<file path="config.mk">
export PLATFORM = sky130hd
export DESIGN_NAME = spec_commit_ctrl
export DESIGN_NICKNAME = d
export VERILOG_FILES = /design/src/rtl/spec_commit_pkg.sv /design/src/rtl/spec_slot_table.sv /design/src/rtl/spec_pick.sv /design/src/rtl/spec_commit_ctrl.sv
export SDC_FILE = /design/constraint.sdc
export NUM_CORES = 1
export LEC_CHECK = 0
export ABC_AREA = 1
export ABC_CLOCK_PERIOD_IN_PS = 5800
export BUFFER_PORTS_ARGS = -buffer_cell sky130_fd_sc_hd__buf_2
export CAP_MARGIN = 5
export CORE_MARGIN = 2
export CORE_UTILIZATION = 50
export CTS_CLUSTER_SIZE = 24
export DETAILED_ROUTE_END_ITERATION = 8
export GPL_ROUTABILITY_DRIVEN = 0
export MAX_ROUTING_LAYER = met4
export PLACE_DENSITY_LB_ADDON = 0.2
export SYNTH_ARGS = -nofsm -noshare
export SYNTH_HDL_FRONTEND = slang
export SYNTH_HIERARCHICAL = 1
export SYNTH_SLANG_ARGS = --single-unit
export TNS_END_PERCENT = 50
</file>
<file path="constraint.sdc">
create_clock -name clk -period 5.8 [get_ports clk]
set_input_delay 1.16 -clock clk [delete_from_list [all_inputs] [get_ports clk]]
set_output_delay 1.16 -clock clk [all_outputs]
set_load 0.01 [all_outputs]
</file>
<file path="src/rtl/spec_commit_pkg.sv">
package spec_commit_pkg;
  typedef enum logic [1:0] {
    DEC_IDLE   = 2'd0,
    DEC_COMMIT = 2'd1,
    DEC_RETRY  = 2'd2
  } dec_e;
endpackage

</file>
<file path="src/rtl/spec_slot_table.sv">
module spec_slot_table #(
  parameter int NSLOT = 4,
  parameter int IPW   = 16,
  parameter int RSW   = 4,
  parameter int EW    = 8,
  parameter int ABW   = 2,
  parameter int SW    = 2
) (
  input  logic                        clk,
  input  logic                        rst_n,
  input  logic                        wr_en,
  input  logic [SW-1:0]               wr_idx,
  input  logic [IPW-1:0]              wr_ip,
  input  logic [RSW-1:0]              wr_rs,
  input  logic [EW-1:0]               wr_ep,
  input  logic [IPW-1:0]              wr_rip,
  input  logic [ABW-1:0]              wr_abi,
  input  logic                        done_pulse,
  input  logic [EW-1:0]               done_epoch,
  input  logic                        free_en,
  input  logic [SW-1:0]               free_idx,
  input  logic                        redo_en,
  input  logic [SW-1:0]               redo_idx,
  output logic [NSLOT-1:0]            vld,
  output logic [NSLOT-1:0]            fin,
  output logic [NSLOT-1:0][IPW-1:0]   ip,
  output logic [NSLOT-1:0][RSW-1:0]   rs,
  output logic [NSLOT-1:0][EW-1:0]    ep,
  output logic [NSLOT-1:0][IPW-1:0]   rip,
  output logic [NSLOT-1:0][ABW-1:0]   abi
);
  for (genvar g = 0; g < NSLOT; g++) begin : g_slot
    logic sel_wr, sel_free, sel_redo, sel_done;
    assign sel_wr   = wr_en   && (wr_idx   == SW'(g));
    assign sel_free = free_en && (free_idx == SW'(g));
    assign sel_redo = redo_en && (redo_idx == SW'(g));
    assign sel_done = done_pulse && vld[g] && (ep[g] == done_epoch);

    always_ff @(posedge clk or negedge rst_n) begin
      if (!rst_n) begin
        vld[g] <= 1'b0;
        fin[g] <= 1'b0;
        ip[g]  <= '0;
        rs[g]  <= '0;
        ep[g]  <= '0;
        rip[g] <= '0;
        abi[g] <= '0;
      end else if (sel_wr) begin
        vld[g] <= 1'b1;
        fin[g] <= 1'b0;
        ip[g]  <= wr_ip;
        rs[g]  <= wr_rs;
        ep[g]  <= wr_ep;
        rip[g] <= wr_rip;
        abi[g] <= wr_abi;
      end else begin
        if (sel_free) begin
          vld[g] <= 1'b0;
          fin[g] <= 1'b0;
        end else if (sel_redo) begin
          ip[g]  <= rip[g];
          fin[g] <= 1'b0;
        end else if (sel_done) begin
          fin[g] <= 1'b1;
        end
      end
    end
  end
endmodule

</file>
<file path="src/rtl/spec_pick.sv">
module spec_pick #(
  parameter int NSLOT = 4,
  parameter int EW    = 8,
  parameter int SW    = 2
) (
  input  logic [NSLOT-1:0]         vld,
  input  logic [NSLOT-1:0]         fin,
  input  logic [NSLOT-1:0][EW-1:0] ep,
  input  logic [EW-1:0]            want,
  output logic                     free_any,
  output logic [SW-1:0]            free_idx,
  output logic                     hit,
  output logic [SW-1:0]            hit_idx
);
  logic [NSLOT-1:0] match;

  for (genvar g = 0; g < NSLOT; g++) begin : g_cmp
    assign match[g] = vld[g] && fin[g] && (ep[g] == want);
  end

  // lowest index wins in both searches
  always_comb begin
    free_any = 1'b0;
    free_idx = '0;
    hit      = 1'b0;
    hit_idx  = '0;
    for (int i = NSLOT - 1; i >= 0; i--) begin
      if (!vld[i]) begin
        free_any = 1'b1;
        free_idx = SW'(i);
      end
      if (match[i]) begin
        hit     = 1'b1;
        hit_idx = SW'(i);
      end
    end
  end
endmodule

</file>
<file path="src/rtl/spec_commit_ctrl.sv">
module spec_commit_ctrl
  import spec_commit_pkg::*;
#(
  parameter int NSLOT  = 4,
  parameter int NBUF   = 4,
  parameter int IPW    = 16,
  parameter int RSW    = 4,
  parameter int EW     = 8,
  parameter int EPOCH0 = 0,
  localparam int ABW   = (NBUF > 1) ? $clog2(NBUF) : 1,
  localparam int SW    = (NSLOT > 1) ? $clog2(NSLOT) : 1
) (
  input  logic             clk,
  input  logic             rst_n,
  input  logic             ins_valid,
  output logic             ins_ready,
  input  logic [IPW-1:0]   ins_ip,
  input  logic [RSW-1:0]   ins_rs,
  input  logic [EW-1:0]    ins_epoch,
  input  logic [IPW-1:0]   ins_retry_ip,
  input  logic [ABW-1:0]   ins_abi,
  input  logic             done_pulse,
  input  logic [EW-1:0]    done_epoch,
  input  logic [NBUF-1:0]  viol_vec,
  output logic             commit_pulse,
  output logic [EW-1:0]    commit_epoch,
  output logic [IPW-1:0]   commit_ip,
  output logic [RSW-1:0]   commit_rs,
  output logic [ABW-1:0]   commit_abi,
  output logic             retry_valid,
  input  logic             retry_ready,
  output logic [IPW-1:0]   retry_ip,
  output logic [RSW-1:0]   retry_rs,
  output logic [EW-1:0]    retry_epoch,
  output logic [ABW-1:0]   retry_abi,
  output logic             clr_pulse,
  output logic [ABW-1:0]   clr_abi,
  output logic [EW-1:0]    next_epoch
);
  logic [NSLOT-1:0]           t_vld, t_fin;
  logic [NSLOT-1:0][IPW-1:0]  t_ip, t_rip;
  logic [NSLOT-1:0][RSW-1:0]  t_rs;
  logic [NSLOT-1:0][EW-1:0]   t_ep;
  logic [NSLOT-1:0][ABW-1:0]  t_abi;

  logic           free_any, hit;
  logic [SW-1:0]  free_idx, hit_idx;
  dec_e           dec;
  logic           head_conflict, retry_slot_open;

  spec_pick #(.NSLOT(NSLOT), .EW(EW), .SW(SW)) u_pick (
    .vld(t_vld), .fin(t_fin), .ep(t_ep), .want(next_epoch),
    .free_any(free_any), .free_idx(free_idx),
    .hit(hit), .hit_idx(hit_idx)
  );

  assign ins_ready = free_any;

  spec_slot_table #(
    .NSLOT(NSLOT), .IPW(IPW), .RSW(RSW), .EW(EW), .ABW(ABW), .SW(SW)
  ) u_table (
    .clk(clk), .rst_n(rst_n),
    .wr_en(ins_valid && free_any), .wr_idx(free_idx),
    .wr_ip(ins_ip), .wr_rs(ins_rs), .wr_ep(ins_epoch),
    .wr_rip(ins_retry_ip), .wr_abi(ins_abi),
    .done_pulse(done_pulse), .done_epoch(done_epoch),
    .free_en(dec == DEC_COMMIT), .free_idx(hit_idx),
    .redo_en(dec == DEC_RETRY), .redo_idx(hit_idx),
    .vld(t_vld), .fin(t_fin), .ip(t_ip), .rs(t_rs), .ep(t_ep),
    .rip(t_rip), .abi(t_abi)
  );

  assign head_conflict   = viol_vec[t_abi[hit_idx]];
  assign retry_slot_open = !retry_valid || retry_ready;

  always_comb begin
    dec = DEC_IDLE;
    if (hit) begin
      if (!head_conflict)       dec = DEC_COMMIT;
      else if (retry_slot_open) dec = DEC_RETRY;
    end
  end

  always_ff @(posedge clk or negedge rst_n) begin
    if (!rst_n) begin
      next_epoch   <= EW'(EPOCH0);
      commit_pulse <= 1'b0;
      commit_epoch <= '0;
      commit_ip    <= '0;
      commit_rs    <= '0;
      commit_abi   <= '0;
      retry_valid  <= 1'b0;
      retry_ip     <= '0;
      retry_rs     <= '0;
      retry_epoch  <= '0;
      retry_abi    <= '0;
      clr_pulse    <= 1'b0;
      clr_abi      <= '0;
    end else begin
      commit_pulse <= (dec == DEC_COMMIT);
      clr_pulse    <= (dec != DEC_IDLE);
      if (dec != DEC_IDLE) clr_abi <= t_abi[hit_idx];
      if (dec == DEC_COMMIT) begin
        commit_epoch <= t_ep[hit_idx];
        commit_ip    <= t_ip[hit_idx];
        commit_rs    <= t_rs[hit_idx];
        commit_abi   <= t_abi[hit_idx];
        next_epoch   <= next_epoch + 1'b1;
      end
      if (retry_valid && retry_ready) retry_valid <= 1'b0;
      if (dec == DEC_RETRY) begin
        retry_valid <= 1'b1;
        retry_ip    <= t_rip[hit_idx];
        retry_rs    <= t_rs[hit_idx];
        retry_epoch <= t_ep[hit_idx];
        retry_abi   <= t_abi[hit_idx];
      end
    end
  end
endmodule

</file>
==> metrics.txt, run 1 <==
Hold EP=commit_epoch[5]; crit end category=register; core area=between 20000 and 30000 um^2; vias in the first global route=10882; largest net degree at the start of global routing=120; synth warn=6; share of cells above drive strength 1=0.135; max incr delay on CP=0.74 ns; Post-CTS Setup Inserts=0; register area share after synthesis=0.512; Die Span Y=roughly 170 um; pre-CTS setup slack=1.00 ns; Hold Fails Final Rpt=0; Detailed Route Iter0 Violations=1258; CTS Buf Count=28; area delta synth->final=14.6%; Die W=between 150 and 200 um; FF-to-FF path depth=22; peak supply drop=0.298 mV; GRT Overall Usage=0.284; CP Buf/Inv Count=5; Data required, critical path=6.20 ns; Multi-input gate area=5330 um^2; Post-synth EDFFs=0; fin nets=1830; crit-path leading delay family=simple AND/OR/NAND/NOR gates; cell with the most instances after synthesis=nand2_1; Final Skew=0.0156 ns; Setup TNS=0 ns; vias per cell=5.52; most frequent CP cell=nand2_1; worst min path class=register to register; root buf cell=clkbuf_16; fmax=209 MHz; CP Cell Sequence=inv_1, nand2_1, o21ai_0, nor2_1, nand4_1, a21oi_4, buf_4, nand2_1, nand3_1, nand2_2, nand2_1, nand3_2, nand2_2, nand3_4, inv_2, nand3_1, nor2_2, buf_4, nor2_1, buf_6, nand2_1, o211ai_1; Detail Placement HPWL=about 24000 um; worst flop-to-flop path startpoint=next_epoch[6]; setup ws final=1.02 ns; leakage=roughly 7.7 nW; FF/Latch Area=6630 um^2; Starting Density=0.512; ant diodes=0; Sink Count=265; gr ovfl total=0; clock latency on the worst-skew pair=0.55 ns; initial antenna violation count=0; FP Rows=58; crit path kind=register to register; post-synth top area share=0.512; global-route wire length before repair=58600 um; Worst Min Path Start=commit_epoch[5]; DR pass1 iterations=6; Slew Limit Fails=0; end of the worst register-to-register path=u_table/ip[60]; placed cell count=between 2000 and 2500; Crit-path slowest cell=inv_2; PortBufs=136; hold buffer count at CTS=0; CTS H-Tree Depth=1; largest fanout on the critical path=36; area leader, netlist=dfrtp_1; power per cell area=568 nW/um^2; die area=27200 um^2; Synth Register Bits=265; routed length per placed instance=17.5 um; Rel. slew slack=0.311; DRC errors left=0; CTS tree=done; Mapped Cells=about 1700; Post-Syn Nets=approximately 1700; hold slack=between 0.4 and 0.5 ns; Final setup viols=0; RSZ-0062 raised after global routing=no; Clock Pin Slew Worst Setup and Hold Paths=0.06 ns; crit share post-route=0.823; Commonest cells post-synth=nand2_1, dfrtp_1, o21ai_0; final wirelength=about 37000 um; IO Pins=roughly 140; post-synthesis cell area=13000 um^2; Least-Margin Pin Slew=1.03 ns; fillers=2338; Longest Clk Path Bufs=3; Post-Route Utilization=0.587; min cycle time layout=4.78 ns; Post-synth top flop=dfrtp_1; Worst Path Arrival=slightly above 5 ns; # resized after CTS=0; status=completed; ys async rst share=1.00; Avg Inst Size Synth=7.77 um^2; r2r setup slk=1.02 ns; max_cap viols=0; via count=approximately 12000; startpoint types=register; post-synth cell types=36; worst hold path stage count=2; post-route insts no fill=between 2000 and 2500; top post-synthesis cells by area=dfrtp_1, nand2_1, o21ai_0; ANT nets after route=0
cell usage in the layout (no fill, tap or decap), drive strengths merged:
master	n
nand2	519
dfrtp	265
o21ai	237
inv	173
nor2	155
buf	155
nand3	69
o211ai	48
o22ai	44
clkbuf	37
o21bai	17
xnor2	16
clkinv	12
a21oi	11
nand4	7
xor2	7
bufinv	4
or2	3
nor3	3
nand3b	2
a21boi	2
ha	1
nor2b	1
per-layer routing:
layer	up-vias	routed length, um	track usage
met5	-	0	-
met4	0	912	0.0826
met3	75	3400	0.0580
met2	549	16100	0.410
met1	5506	16600	0.407
li1	5554	-	-
through the flow:
| step | area, um^2 | power (mW) |
|---|---|---|
| floorplan | 13000 | 5.36 |
| global placement | 13900 | 6.39 |
| detailed placement | 13900 | 6.49 |
| CTS | 14800 | 8.42 |
| global route | 14900 | 9.05 |
| finish | 14900 | 8.44 |
state kept, by name, summed over array words and instances (netlist names):
register / flops
u_table/ip: 64
u_table/rip: 64
u_table/ep: 32
commit_ip: 16
retry_ip: 16
u_table/rs: 16
commit_epoch: 8
next_epoch: 8
retry_epoch: 8
u_table/abi: 8
commit_rs: 4
retry_rs: 4
u_table/fin: 4
u_table/vld: 4
clr_abi: 2
commit_abi: 2
retry_abi: 2
clr_pulse: 1
commit_pulse: 1
retry_valid: 1
area by class of cell:
class | count | area share
timing repair buffer | 155 | 0.0564
sequential | 265 | 0.446
inverter | 174 | 0.0440
multi-input combinational | 1142 | 0.359
tap | 330 | 0.0278
clock buffer | 37 | 0.0542
clock inverter | 15 | 0.0126
worst min-delay path: cells and delay by family, from the launching register on:
family	cells	cell delay, ns
AND/OR/NAND/NOR	2	0.10
flip-flops	1	0.33
how the worst max path moves through the flow:
stage	from	end	slack [ns]	depth (start not counted)
floorplan	next_epoch[2]	u_table/ip[53]	2.27	23
global placement	next_epoch[2]	u_table/ip[52]	1.17	19
detailed placement	next_epoch[4]	u_table/ip[60]	1.00	22
CTS	next_epoch[4]	u_table/ip[60]	0.98	22
global route	next_epoch[2]	u_table/ip[60]	0.62	21
finish	next_epoch[6]	u_table/ip[60]	1.02	22
logic make-up after synthesis:
family	Yosys count	synth area share
AOI/OAI and AO/OA	359	0.156
buffers and inverters	261	0.0803
adders and majority gates	1	0.000965
DFF	265	0.512
and+or+nand+nor	759	0.236
xor gates and xnor gates	23	0.0155
where the power goes:
group          leakage (nW)  internal, mW  switching (mW)
clock network         0.497          1.16           0.749
logic                  3.81          1.13            2.02
registers              3.37          2.69           0.693
total                  7.68          4.98            3.46
Note: power is estimated with default switching activity, not from simulation.
==> run 2: changes to the inputs <==
--- a/config.mk
+++ b/config.mk
@@ -6,7 +6,7 @@
 export NUM_CORES = 1
 export LEC_CHECK = 0
 export ABC_AREA = 1
-export ABC_CLOCK_PERIOD_IN_PS = 5800
+export ABC_CLOCK_PERIOD_IN_PS = 3990
 export BUFFER_PORTS_ARGS = -buffer_cell sky130_fd_sc_hd__buf_2
 export CAP_MARGIN = 5
 export CORE_MARGIN = 2
==> constraint.sdc (replaced) <==
create_clock -name clk -period 3.99 [get_ports clk]
set_input_delay 0.798 -clock clk [delete_from_list [all_inputs] [get_ports clk]]
set_output_delay 0.798 -clock clk [all_outputs]
set_load 0.01 [all_outputs]
==> run 2 against run 1 <==
  * Non-clock buffer count grew 10
  * Final cell count grew 0.42%
  * Fmax grew 30%
  * Flip-flop and latch count is the same
  * Critical path type unchanged
  * Largest power group unchanged
==> metrics.txt, run 2 (same netlist as run 1, synthesis figures left out) <==
final wirelength=36800 um (was 37000 um); CTS H-Tree Depth=1 (unchanged); max_cap viols=0 (unchanged); RSZ-0062 raised after global routing=no (unchanged); DRC errors left=0 (unchanged); Clock Pin Slew Worst Setup and Hold Paths=0.06 ns (about the same); Data required, critical path=4.41 ns (was 6.20 ns); fmax=271 MHz (was 209 MHz); Detail Placement HPWL=24700 um (was 24100 um); Worst Path Arrival=4.10 ns (was 5.17 ns); CTS Buf Count=28 (unchanged); crit end category=register (unchanged); ANT nets after route=0 (unchanged); Longest Clk Path Bufs=3 (unchanged); hold buffer count at CTS=0 (unchanged); crit-path leading delay family=simple AND/OR/NAND/NOR gates (unchanged); most frequent CP cell=nand2_1 (unchanged); power per cell area=819 nW/um^2 (was 568 nW/um^2); fin nets=1840 (was 1830); total design power=12.2 mW (was 8.44 mW); Largest regs=u_table/ip (64), u_table/rip (64), u_table/ep (32) (unchanged); CP Buf/Inv Count=4 (was 5); Post-DP Area=14000 um^2 (was 13900 um^2); Final setup viols=0 (unchanged); Die Span Y=165 um (unchanged); GRT Overall Usage=0.282 (was 0.284); min cycle time layout=3.69 ns (was 4.78 ns); worst flop-to-flop path startpoint=next_epoch[6] (unchanged); post-route insts no fill=2127 (was 2118); Multi-input gate area=5340 um^2 (was 5330 um^2); Die W=165 um (unchanged); max incr delay on CP=0.52 ns (was 0.74 ns); Slew Limit Fails=0 (unchanged); ant diodes=0 (unchanged); share of cells above drive strength 1=0.139 (was 0.135); die area=27200 um^2 (unchanged); r2r setup slk=0.30 ns (was 1.02 ns); worst min path class=input port to asynchronous set/reset pin (was register to register); most frequent cells in the layout=nand2_1, dfrtp_1, o21ai_0 (unchanged); FF-to-FF path depth=21 (was 22); placed cell count=2076 (was 2065); fin area=14900 um^2 (about the same); Rel. slew slack=0.351 (was 0.311); largest net degree at the start of global routing=83 (was 120); FP Rows=58 (unchanged); largest fanout on the critical path=18 (was 36); clock latency on the worst-skew pair=0.55 ns (about the same); startpoint types=register (unchanged); leakage=7.72 nW (was 7.68 nW); Post-Route Utilization=0.590 (was 0.587); FF/Latch Area=6630 um^2 (unchanged); root buf cell=clkbuf_16 (unchanged); status=completed (unchanged); vias in the first global route=10977 (was 10882); Post-CTS Setup Inserts=0 (unchanged); Least-Margin Pin Slew=0.965 ns (was 1.03 ns); PortBufs=136 (unchanged); fillers=2328 (was 2338); end of the worst register-to-register path=u_table/ip[53] (was u_table/ip[60]); DR pass1 iterations=6 (unchanged); area delta synth->final=15.3% (was 14.6%); gr ovfl total=0 (unchanged); Final Skew=0.0127 ns (was 0.0156 ns); Hold Fails Final Rpt=0 (unchanged); vias per cell=5.47 (was 5.52); via count=11641 (was 11684); Crit-path slowest cell=dfrtp_1 (was inv_2); commonest non-fill, non-tap cell in the layout=nand2_1 (unchanged); peak supply drop=0.397 mV (was 0.298 mV); CP Cell Sequence=inv_1, nand2_1, o21ai_0, nor2_1, nand4_1, a21oi_4, buf_4, nand2_1, nand3_1, nand2_2, nand2_1, nand3_2, nand2_2, nand3_4, inv_2, nand3_1, nor2_4, nor2_1, buf_4, nand2_1, o211ai_1 (was inv_1, nand2_1, o21ai_0, nor2_1, nand4_1, a21oi_4, buf_4, nand2_1, nand3_1, nand2_2, nand2_1, nand3_2, nand2_2, nand3_4, inv_2, nand3_1, nor2_2, buf_4, nor2_1, buf_6, nand2_1, o211ai_1); global-route wire length before repair=58600 um (about the same); Starting Density=0.512 (unchanged); crit share post-route=0.924 (was 0.823); CTS tree=done (unchanged); crit path kind=register to register (unchanged); Sink Count=265 (unchanged); routed length per placed instance=17.3 um (was 17.5 um); initial antenna violation count=0 (unchanged); core area=25300 um^2 (unchanged); IO Pins=137 (unchanged); Detailed Route Iter0 Violations=1239 (was 1258); Setup TNS=0 ns (unchanged)
run 2: cell types whose count changed in the layout (fill, tap and decap cells not counted), sizes merged:
cell,previous run,this run
buf,155,165
clkinv,12,9
inv,173,174
bufinv,4,3
clkinvlp,0,2
run 2: report_power, final:
group,internal (mW),leakage [nW],switching [mW]
combinational,1.69,3.88,2.98
sequential,3.91,3.37,0.963
clock,1.58,0.468,1.10
run 2: per-layer routing:
metal  vias up  track usage  routed length (um)
met4         0       0.0751                 818
met2       524        0.413               15900
met1      5466        0.406               16600
met3        75       0.0512                3440
li1       5576            -                   -
met5         -            -                   0
run 2: stage by stage:
| step | setup slack, ns | hold WS [ns] |
|---|---|---|
| after CTS | 0.168 | 0.246 |
| after global placement | 0.363 | 0.458 |
| after floorplan | 0.460 | 0.448 |
| after global routing | 0.0122 | 0.267 |
| after detailed placement | 0.224 | 0.461 |
| final | 0.305 | 0.212 |
run 2: worst max-delay path by stage:
stage | from | endpoint | slack [ns] | cells past startpoint
2_1_floorplan | next_epoch[2] | u_table/ip[53] | 0.46 | 23
3_3_place_gp | next_epoch[6] | u_table/ip[14] | 0.36 | 19
3_5_place_dp | next_epoch[6] | u_table/ip[15] | 0.22 | 19
4_1_cts | next_epoch[6] | u_table/ip[15] | 0.17 | 19
5_1_grt | next_epoch[6] | u_table/ip[52] | 0.01 | 21
6_report | next_epoch[6] | u_table/ip[53] | 0.30 | 21
run 2: area by class of cell:
type	count	share of cell area
clock buffers	37	0.0525
clock inverters	14	0.0116
inverters	174	0.0437
multi-input cells	1142	0.358
flip-flops and latches	265	0.444
well taps	330	0.0276
repair buffers	165	0.0633
run 2: worst reg2reg max path, cell delays in order (launching register included):
cell      delay, ns
dfrtp_1        0.52
inv_1          0.15
nand2_1        0.09
o21ai_0        0.08
nor2_1         0.13
nand4_1        0.19
a21oi_4        0.33
buf_4          0.27
nand2_1        0.08
nand3_1        0.13
nand2_2        0.11
nand2_1        0.10
nand3_2        0.09
nand2_2        0.11
nand3_4        0.07
inv_2          0.18
nand3_1        0.18
nor2_4         0.30
nor2_1         0.07
buf_4          0.20
nand2_1        0.08
o211ai_1       0.09
run 2: repair_timing:
action / CTS / global route
gates resized for setup: 0 / 3
endpoints found under the setup margin: 0 / 48
hold endpoints to repair: 0 / 0
